File: src/rtl/tick_pkg.sv
package tick_pkg;
  function automatic bit ratio_ok(input longint unsigned num, input longint unsigned den);
    return (den != 0) && (num >= den) && ((num % den) == 0);
  endfunction

  function automatic bit is_even(input longint unsigned v);
    return (v % 2) == 0;
  endfunction
endpackage

File: src/rtl/tick_counter.sv
module tick_counter #(
  parameter int unsigned MOD = 4,
  localparam int unsigned W = (MOD > 1) ? $clog2(MOD) : 1
) (
  input  logic         clk_i,
  input  logic         rst_ni,
  input  logic         en_i,
  output logic [W-1:0] cnt_o,
  output logic         wrap_o
);
  localparam logic [W-1:0] LAST = W'(MOD - 1);

  logic [W-1:0] cnt_q;

  assign wrap_o = en_i && (cnt_q == LAST);
  assign cnt_o  = cnt_q;

  always_ff @(posedge clk_i or negedge rst_ni) begin
    if (!rst_ni)     cnt_q <= '0;
    else if (wrap_o) cnt_q <= '0;
    else if (en_i)   cnt_q <= cnt_q + 1'b1;
  end
endmodule

File: src/rtl/tick_tap.sv
// Decodes a strobe and a 50% square from the second-stage counter.
module tick_tap #(
  parameter int unsigned SPAN = 8,
  parameter int unsigned DIV  = 4,
  parameter int unsigned W    = 3,
  localparam int unsigned N_TICK = SPAN / DIV,
  localparam int unsigned N_HALF = 2 * N_TICK,
  localparam int unsigned HALF   = DIV / 2
) (
  input  logic         clk_i,
  input  logic         rst_ni,
  input  logic         fast_i,
  input  logic [W-1:0] cnt_i,
  output logic         tick_o,
  output logic         sq_o
);
  logic [N_TICK-1:0] hit_tick;
  logic [N_HALF-1:0] hit_half;
  logic              sq_q;

  for (genvar k = 0; k < N_TICK; k++) begin : g_tick
    assign hit_tick[k] = (cnt_i == W'((k + 1) * DIV - 1));
  end

  for (genvar k = 0; k < N_HALF; k++) begin : g_half
    assign hit_half[k] = (cnt_i == W'((k + 1) * HALF - 1));
  end

  assign tick_o = fast_i && (|hit_tick);

  always_ff @(posedge clk_i or negedge rst_ni) begin
    if (!rst_ni)                     sq_q <= 1'b0;
    else if (fast_i && (|hit_half))  sq_q <= ~sq_q;
  end

  assign sq_o = sq_q;
endmodule

File: src/rtl/tick_gen.sv
module tick_gen #(
  parameter int unsigned CLK_HZ  = 50_000_000,
  parameter int unsigned FAST_HZ = 8_000,
  parameter int unsigned MID_HZ  = 2,
  parameter int unsigned SLOW_HZ = 1,
  localparam int unsigned PRE_DIV = CLK_HZ / FAST_HZ,
  localparam int unsigned MID_DIV = FAST_HZ / MID_HZ,
  localparam int unsigned SEC_DIV = FAST_HZ / SLOW_HZ,
  localparam int unsigned PRE_W   = $clog2(PRE_DIV),
  localparam int unsigned SEC_W   = $clog2(SEC_DIV)
) (
  input  logic clk_i,
  input  logic rst_ni,
  output logic tick_fast_o,
  output logic tick_mid_o,
  output logic tick_slow_o,
  output logic sq_fast_o,
  output logic sq_mid_o,
  output logic sq_slow_o
);
  import tick_pkg::*;

  localparam bit CFG_OK = ratio_ok(CLK_HZ, FAST_HZ) && ratio_ok(FAST_HZ, MID_HZ)
                       && ratio_ok(FAST_HZ, SLOW_HZ) && ratio_ok(SEC_DIV, MID_DIV)
                       && is_even(PRE_DIV) && is_even(MID_DIV) && is_even(SEC_DIV);

  if (!CFG_OK) begin : g_bad_cfg
    $error("tick_gen: divide ratios must be exact even integers, slow a multiple of mid");
  end

  logic [PRE_W-1:0] pre_cnt;
  logic [SEC_W-1:0] sec_cnt;
  logic             fast_tick;
  logic             sec_wrap;
  logic             fast_sq_q;

  tick_counter #(.MOD(PRE_DIV)) u_pre (
    .clk_i  (clk_i),
    .rst_ni (rst_ni),
    .en_i   (1'b1),
    .cnt_o  (pre_cnt),
    .wrap_o (fast_tick)
  );

  always_ff @(posedge clk_i or negedge rst_ni) begin
    if (!rst_ni) fast_sq_q <= 1'b0;
    else if (fast_tick || (pre_cnt == PRE_W'(PRE_DIV / 2 - 1))) fast_sq_q <= ~fast_sq_q;
  end

  // advances only on the fast strobe
  tick_counter #(.MOD(SEC_DIV)) u_sec (
    .clk_i  (clk_i),
    .rst_ni (rst_ni),
    .en_i   (fast_tick),
    .cnt_o  (sec_cnt),
    .wrap_o (sec_wrap)
  );

  tick_tap #(.SPAN(SEC_DIV), .DIV(MID_DIV), .W(SEC_W)) u_mid (
    .clk_i  (clk_i),
    .rst_ni (rst_ni),
    .fast_i (fast_tick),
    .cnt_i  (sec_cnt),
    .tick_o (tick_mid_o),
    .sq_o   (sq_mid_o)
  );

  logic slow_tick;

  tick_tap #(.SPAN(SEC_DIV), .DIV(SEC_DIV), .W(SEC_W)) u_slow (
    .clk_i  (clk_i),
    .rst_ni (rst_ni),
    .fast_i (fast_tick),
    .cnt_i  (sec_cnt),
    .tick_o (slow_tick),
    .sq_o   (sq_slow_o)
  );

  assign tick_fast_o = fast_tick;
  assign tick_slow_o = slow_tick && sec_wrap;
  assign sq_fast_o   = fast_sq_q;
endmodule

File: config.mk
export PLATFORM = sky130hd
export DESIGN_NAME = tick_gen
export DESIGN_NICKNAME = d
export VERILOG_FILES = /design/src/rtl/tick_pkg.sv /design/src/rtl/tick_counter.sv /design/src/rtl/tick_tap.sv /design/src/rtl/tick_gen.sv
export SDC_FILE = /design/constraint.sdc
export NUM_CORES = 1
export LEC_CHECK = 0
export BUFFER_PORTS_ARGS = -buffer_cell sky130_fd_sc_hd__buf_2
export CORE_UTILIZATION = 59
export DETAILED_ROUTE_END_ITERATION = 8
export PLACE_DENSITY = 0.73
export SYNTH_ARGS = -nofsm -noshare
export SYNTH_HDL_FRONTEND = slang
export SYNTH_SLANG_ARGS = --single-unit
File: constraint.sdc
create_clock -name clk_i -period 1.8 [get_ports clk_i]
set_input_delay 0.27 -clock clk_i [delete_from_list [all_inputs] [get_ports clk_i]]
set_output_delay 0.27 -clock clk_i [all_outputs]
set_load 0.01 [all_outputs]
Word-level counts from Yosys, hierarchy flattened --
Index checks and enable logic that the tools add are counted. Widths: inputs -> output; s select.
Operators by class: add/sub/neg operators 2, eq/ne operators 6, muxes and demuxes 3, bitwise logic cells 3, reduce and logical (&&, ||, !) cells 7
Operators with widths (number):
- $eq 13x13->1 const B | 3
- $mux 13 | 3
- $add 13x1->13 const B | 2
- $eq 13x12->1 const B | 2
- $eq 13x11->1 const B | 1
- $reduce_or 4->1 | 1
- $logic_and 1x1->1 | 3
- $not 1->1 | 3
- $reduce_bool 2->1 | 1
- $reduce_or 2->1 | 1
- $logic_or 1x1->1 | 1
Storage, ports and cells: flip-flop bits (word level) 29, bits of input ports 2, output and inout bits 6, logic and storage cells 26

Longest topological paths before layout --
word-level depth 3, depth in mapped cells 8, gate-level depth less buffers 7

Modules after synthesis --
A second synthesis with hierarchy kept.
Second synthesis, totals: cells, all modules 167, area total of the unflattened synthesis 1689.1 sq um
Modules (own cells, without submodules):
- tick_counter (u_pre) | times used 1, cells an instance 72, area each 716.9 sq um, seq. area each 325.3 sq um
- tick_counter (u_sec) | times used 1, cells an instance 66, area each 660.6 sq um, seq. area each 325.3 sq um
- tick_tap (u_slow) | times used 1, cells an instance 9, area each 106.4 sq um, seq. area each 25.0 sq um
- tick_tap (u_mid) | times used 1, cells an instance 11, area each 103.8 sq um, seq. area each 25.0 sq um
- tick_gen | times used 1, cells an instance 9, area each 101.3 sq um, seq. area each 25.0 sq um

Least setup slack after synthesis --
Ideal clock, no wire load.
kind register to output, start point reg u_pre.cnt_q[1] (netlist: u_pre.cnt_o[1]), end point out tick_slow_o, data arrival time 1.415 ns, data required time 1.530 ns, setup slack 0.115 ns, cell stages (with the launch flop) 8, buffers on the path 2, cells stage by stage dfrtp_1 > inv_1 > ha_1 > and4bb_2 > nand3_2 > buf_6 > buf_2 > nor2_1
On the way: word-level cells in the longest chain between the ends 2
Ends and longest elaborated chain:
- start: declaration | RTL line tick_counter.sv:13 | logic [W-1:0] cnt_q;
- start signal: assignment | RTL line tick_counter.sv:21 | else if (en_i) cnt_q <= cnt_q + 1'b1;
- $eq 13x13->1 | RTL line tick_counter.sv:15 | assign wrap_o = en_i && (cnt_q == LAST);
- $logic_and 1x1->1 | RTL line tick_counter.sv:15, tick_tap.sv:29
- end: declaration | RTL line tick_gen.sv:16 | output logic tick_slow_o,
Every way passes these cells.

Worst setup path in the final report --
start point reg u_pre.cnt_q[1] (netlist: u_pre.cnt_o[1]), end point out tick_mid_o
On the way: word-level cells in the longest chain between the ends 2
Ends and longest elaborated chain:
- $eq 13x13->1 | RTL line tick_counter.sv:15
- $logic_and 1x1->1 | RTL line tick_tap.sv:29 | assign tick_o = fast_i && (|hit_tick);
- end: declaration | RTL line tick_gen.sv:15 | output logic tick_mid_o,
Every way passes these cells.

==> impl_metrics.py <==
metrics = {
    "synth": {
        "synth.area.top_cells": "dfrtp_1 (47%), xnor2_1 (5.1%), nand4_1 (4.1%), nand3_1 (3.9%), xor2_1 (3.4%)",
        "async_flop_share": 1.00,
        "synth_cell_type_count": 36,
        "synth_edf_count": 0,
        "synthFlopType": "dfrtp_1",
        "synth_seq_cells": 29,
        "syn_avg_cell_area_um2": 9.92,
        "syn-instance-count": 155,
        "yosys-top-cells-count": "dfrtp_1 (29), nand2_1 (13), nand3_1 (12), nor2_1 (11)",
        "yosysTopAreaCell": "dfrtp_1",
        "synth_seq_area_share": 0.472,
        "yosys.area.top_type_share": 0.472,
        "synth.net_count": 161,
        "netlist_area_um2": 1540,
        "synth.most_common_cell": "dfrtp_1",
        "ys_warn_count": 0,
    },
    "clocking": {
        "cts_root_buffer": "clkbuf_4",
        "numCtsBuffers": 5,
        "cts.sinks": 29,
        "cts_tree": "done",
        "cts_buffer_depth": 2,
        "cts-htree-levels": 2,
        "cts.clk_slew.worst_paths_ns": 0.10,
        "insertion_delay_ns": 0.33,
    },
    "routing": {
        "wl_per_cell_um": 15.1,
        "drt_pass1_iterations": 5,
        "drtIter0Drc": 34,
        "ant_nets": 0,
        "remaining_drc_errors": 0,
        "drt_wl_total_um": 3310,
        "dr_total_vias": 1275,
        "via_per_inst": 5.82,
    },
    "global_route": {
        "track_usage": 0.285,
        "antenna_found_initial": 0,
        "grt_pass1_wl_um": 5580,
        "grt_max_degree": 30,
        "grt_remaining_overflow": 0,
        "grt_pass1_vias": 1185,
    },
    "worst_setup_path": {
        "path_max_fanout": 2,
        "crit_family": "simple AND/OR/NAND/NOR gates",
        "path_cells": "inv_2 -> ha_4 -> and4bb_2 -> nand3_2 -> buf_6 -> nor3_4 -> buf_2",
        "crit_path_start_kind": "flip-flop",
        "cp-startpoint": "u_pre.cnt_o[1]$_DFF_PN0_",
        "worst_ep_arrival_time_ns": 1.68,
        "r2r-start": "u_pre.cnt_o[1]$_DFF_PN0_",
        "rrSetupSlack_ns": -0.07,
        "worstSetupPathType": "reg -> out",
        "cp-end-kind": "output pin",
        "worst-path-buf-inv": 3,
        "cp_slowest_cell": "dfrtp_1",
        "slowest_delay_ns": 0.40,
        "required_ns": 1.53,
    },
    "run": {
        "max_cap_violations": 0,
    },
    "sta": {
        "fin_ws_ns": -0.152,
        "rsz0062_at_grt": "true",
        "clock.fmax_mhz": 512,
        "finClkSkew_ns": 0.00937,
        "hold_viol": 0,
        "relSlewSlack": 0.580,
        "worst_slew_pin_slew_ns": 0.630,
        "setup-tns-final_ns": -0.419,
        "drv_slew": 0,
        "fin_crit_sh": 1.08,
        "setup-violations-final": 4,
        "fin_crit_ns": 1.95,
    },
    "die": {
        "die_y_um": 53.1,
        "rows": 18,
        "fp.dieW_um": 53.1,
        "start_util": 0.621,
        "die-area_um2": 2810,
        "core_um2": 2480,
        "num_io_pins": 8,
    },
    "layout": {
        "nets": 194,
        "fillers": 185,
        "finish.instance_area_um2": 1860,
        "num_antenna_cells": 0,
        "area_delta_synth_final_pct": 21.2,
        "layoutNonFillerInstCount": 219,
        "utilization": 0.753,
        "drive_gt1_frac": 0.254,
    },
    "min_path": {
        "min-delay-start": "u_slow.sq_o$_DFFE_PN0P_",
        "hp-class": "reg -> reg",
    },
    "run_status": {
        "failed_checks": "setup timing",
        "status": "finished with violations",
    },
    "placed_design": {
        "gp_congestion": 0.860,
        "io_buffers": 7,
        "hpwl_um": 2260,
        "place_area_um2": 1710,
        "dp.cells": 205,
    },
    "pwr": {
        "powerDensity_nw_per_um2": 603,
        "p_leak_nw": 0.867,
        "max-vdd-ir-drop_mv": 0.547,
    },
}
## power breakdown
group / switching, mW / internal (mW)
sequential: 0 / 0.651
clock: 0.233 / 0.226
combinational: 0.0121 / 0.00218
total: 0.245 / 0.879
## cell usage in the layout, fill, tap and decap left out, types with 4 or more instances in the layout
cell type / count
dfrtp_1: 29
buf_4: 21
nand2_1: 13
nand3_1: 12
nand4_1: 10
nor2_1: 10
o21ai_0: 9
xnor2_1: 9
a21oi_1: 7
inv_1: 7
xor2_1: 6
buf_2: 6
clkbuf_4: 5
and3_1: 4
## per-layer routing
metal	vias to the layer above	wire [um]	track usage
met2	35	1580	0.428
met1	618	1530	0.383
met3	2	163	0.0776
met4	0	31	0.118
met5	-	0	0
li1	620	-	-
## cells by family after synthesis
group,after synthesis,synth area share
AND/OR/NAND/NOR,73,0.295
flip-flops,29,0.472
AO/OA/AOI/OAI,19,0.0659
XOR/XNOR,15,0.0854
buffers and inverters,14,0.0431
adder cells (fa/ha/maj),4,0.0325
multiplexers,1,0.00651
## metrics by stage
stage | hold WS (ns) | total power [mW] | setup WS [ns]
after floorplan | -0.0256 | 0.664 | 0.115
final | 0.470 | 1.12 | -0.152
after global placement | 0.313 | 0.677 | 0.125
after global routing | 0.480 | 1.17 | -0.242
after detailed placement | 0.326 | 0.678 | 0.0618
after CTS | 0.468 | 1.13 | -0.166
## path summary, 6_finish.rpt
path	end	cells past startpoint
min	u_slow.sq_o$_DFFE_PN0P_	1
max in group asynchronous	u_sec.cnt_o[4]$_DFFE_PN0P_	2
max	tick_mid_o	7
max reg2reg	u_sec.cnt_o[6]$_DFFE_PN0P_	8
min in group asynchronous	u_sec.cnt_o[5]$_DFFE_PN0P_	2
min reg2reg	u_slow.sq_o$_DFFE_PN0P_	1
## sequential cells by signal, indices dropped and copies added (netlist names)
name / flops
u_pre.cnt_o: 13
u_sec.cnt_o: 13
sq_fast_o: 1
u_mid.sq_o: 1
u_slow.sq_o: 1
## final cells by class
type | instances | area, um^2 | share of cell area
flip-flops and latches | 29 | 726 | 0.389
well taps | 30 | 37.5 | 0.0201
multi-input cells | 112 | 761 | 0.408
inverters | 9 | 38.8 | 0.0208
clock buffers | 7 | 65.1 | 0.0349
repair buffers | 31 | 231 | 0.124
clock inverters | 1 | 5.00 | 0.00268
## what timing repair did
action | 4_1_cts | 5_1_grt
setup endpoints to repair | 3 | 7
hold buffers | 1 | 0
gates resized for setup | 5 | 6
pin swaps | 1 | 1
setup buffers | 3 | 2
hold endpoints to repair | 29 | 0
gates cloned | 0 | 0
Note: power is estimated with default switching activity, not from simulation.
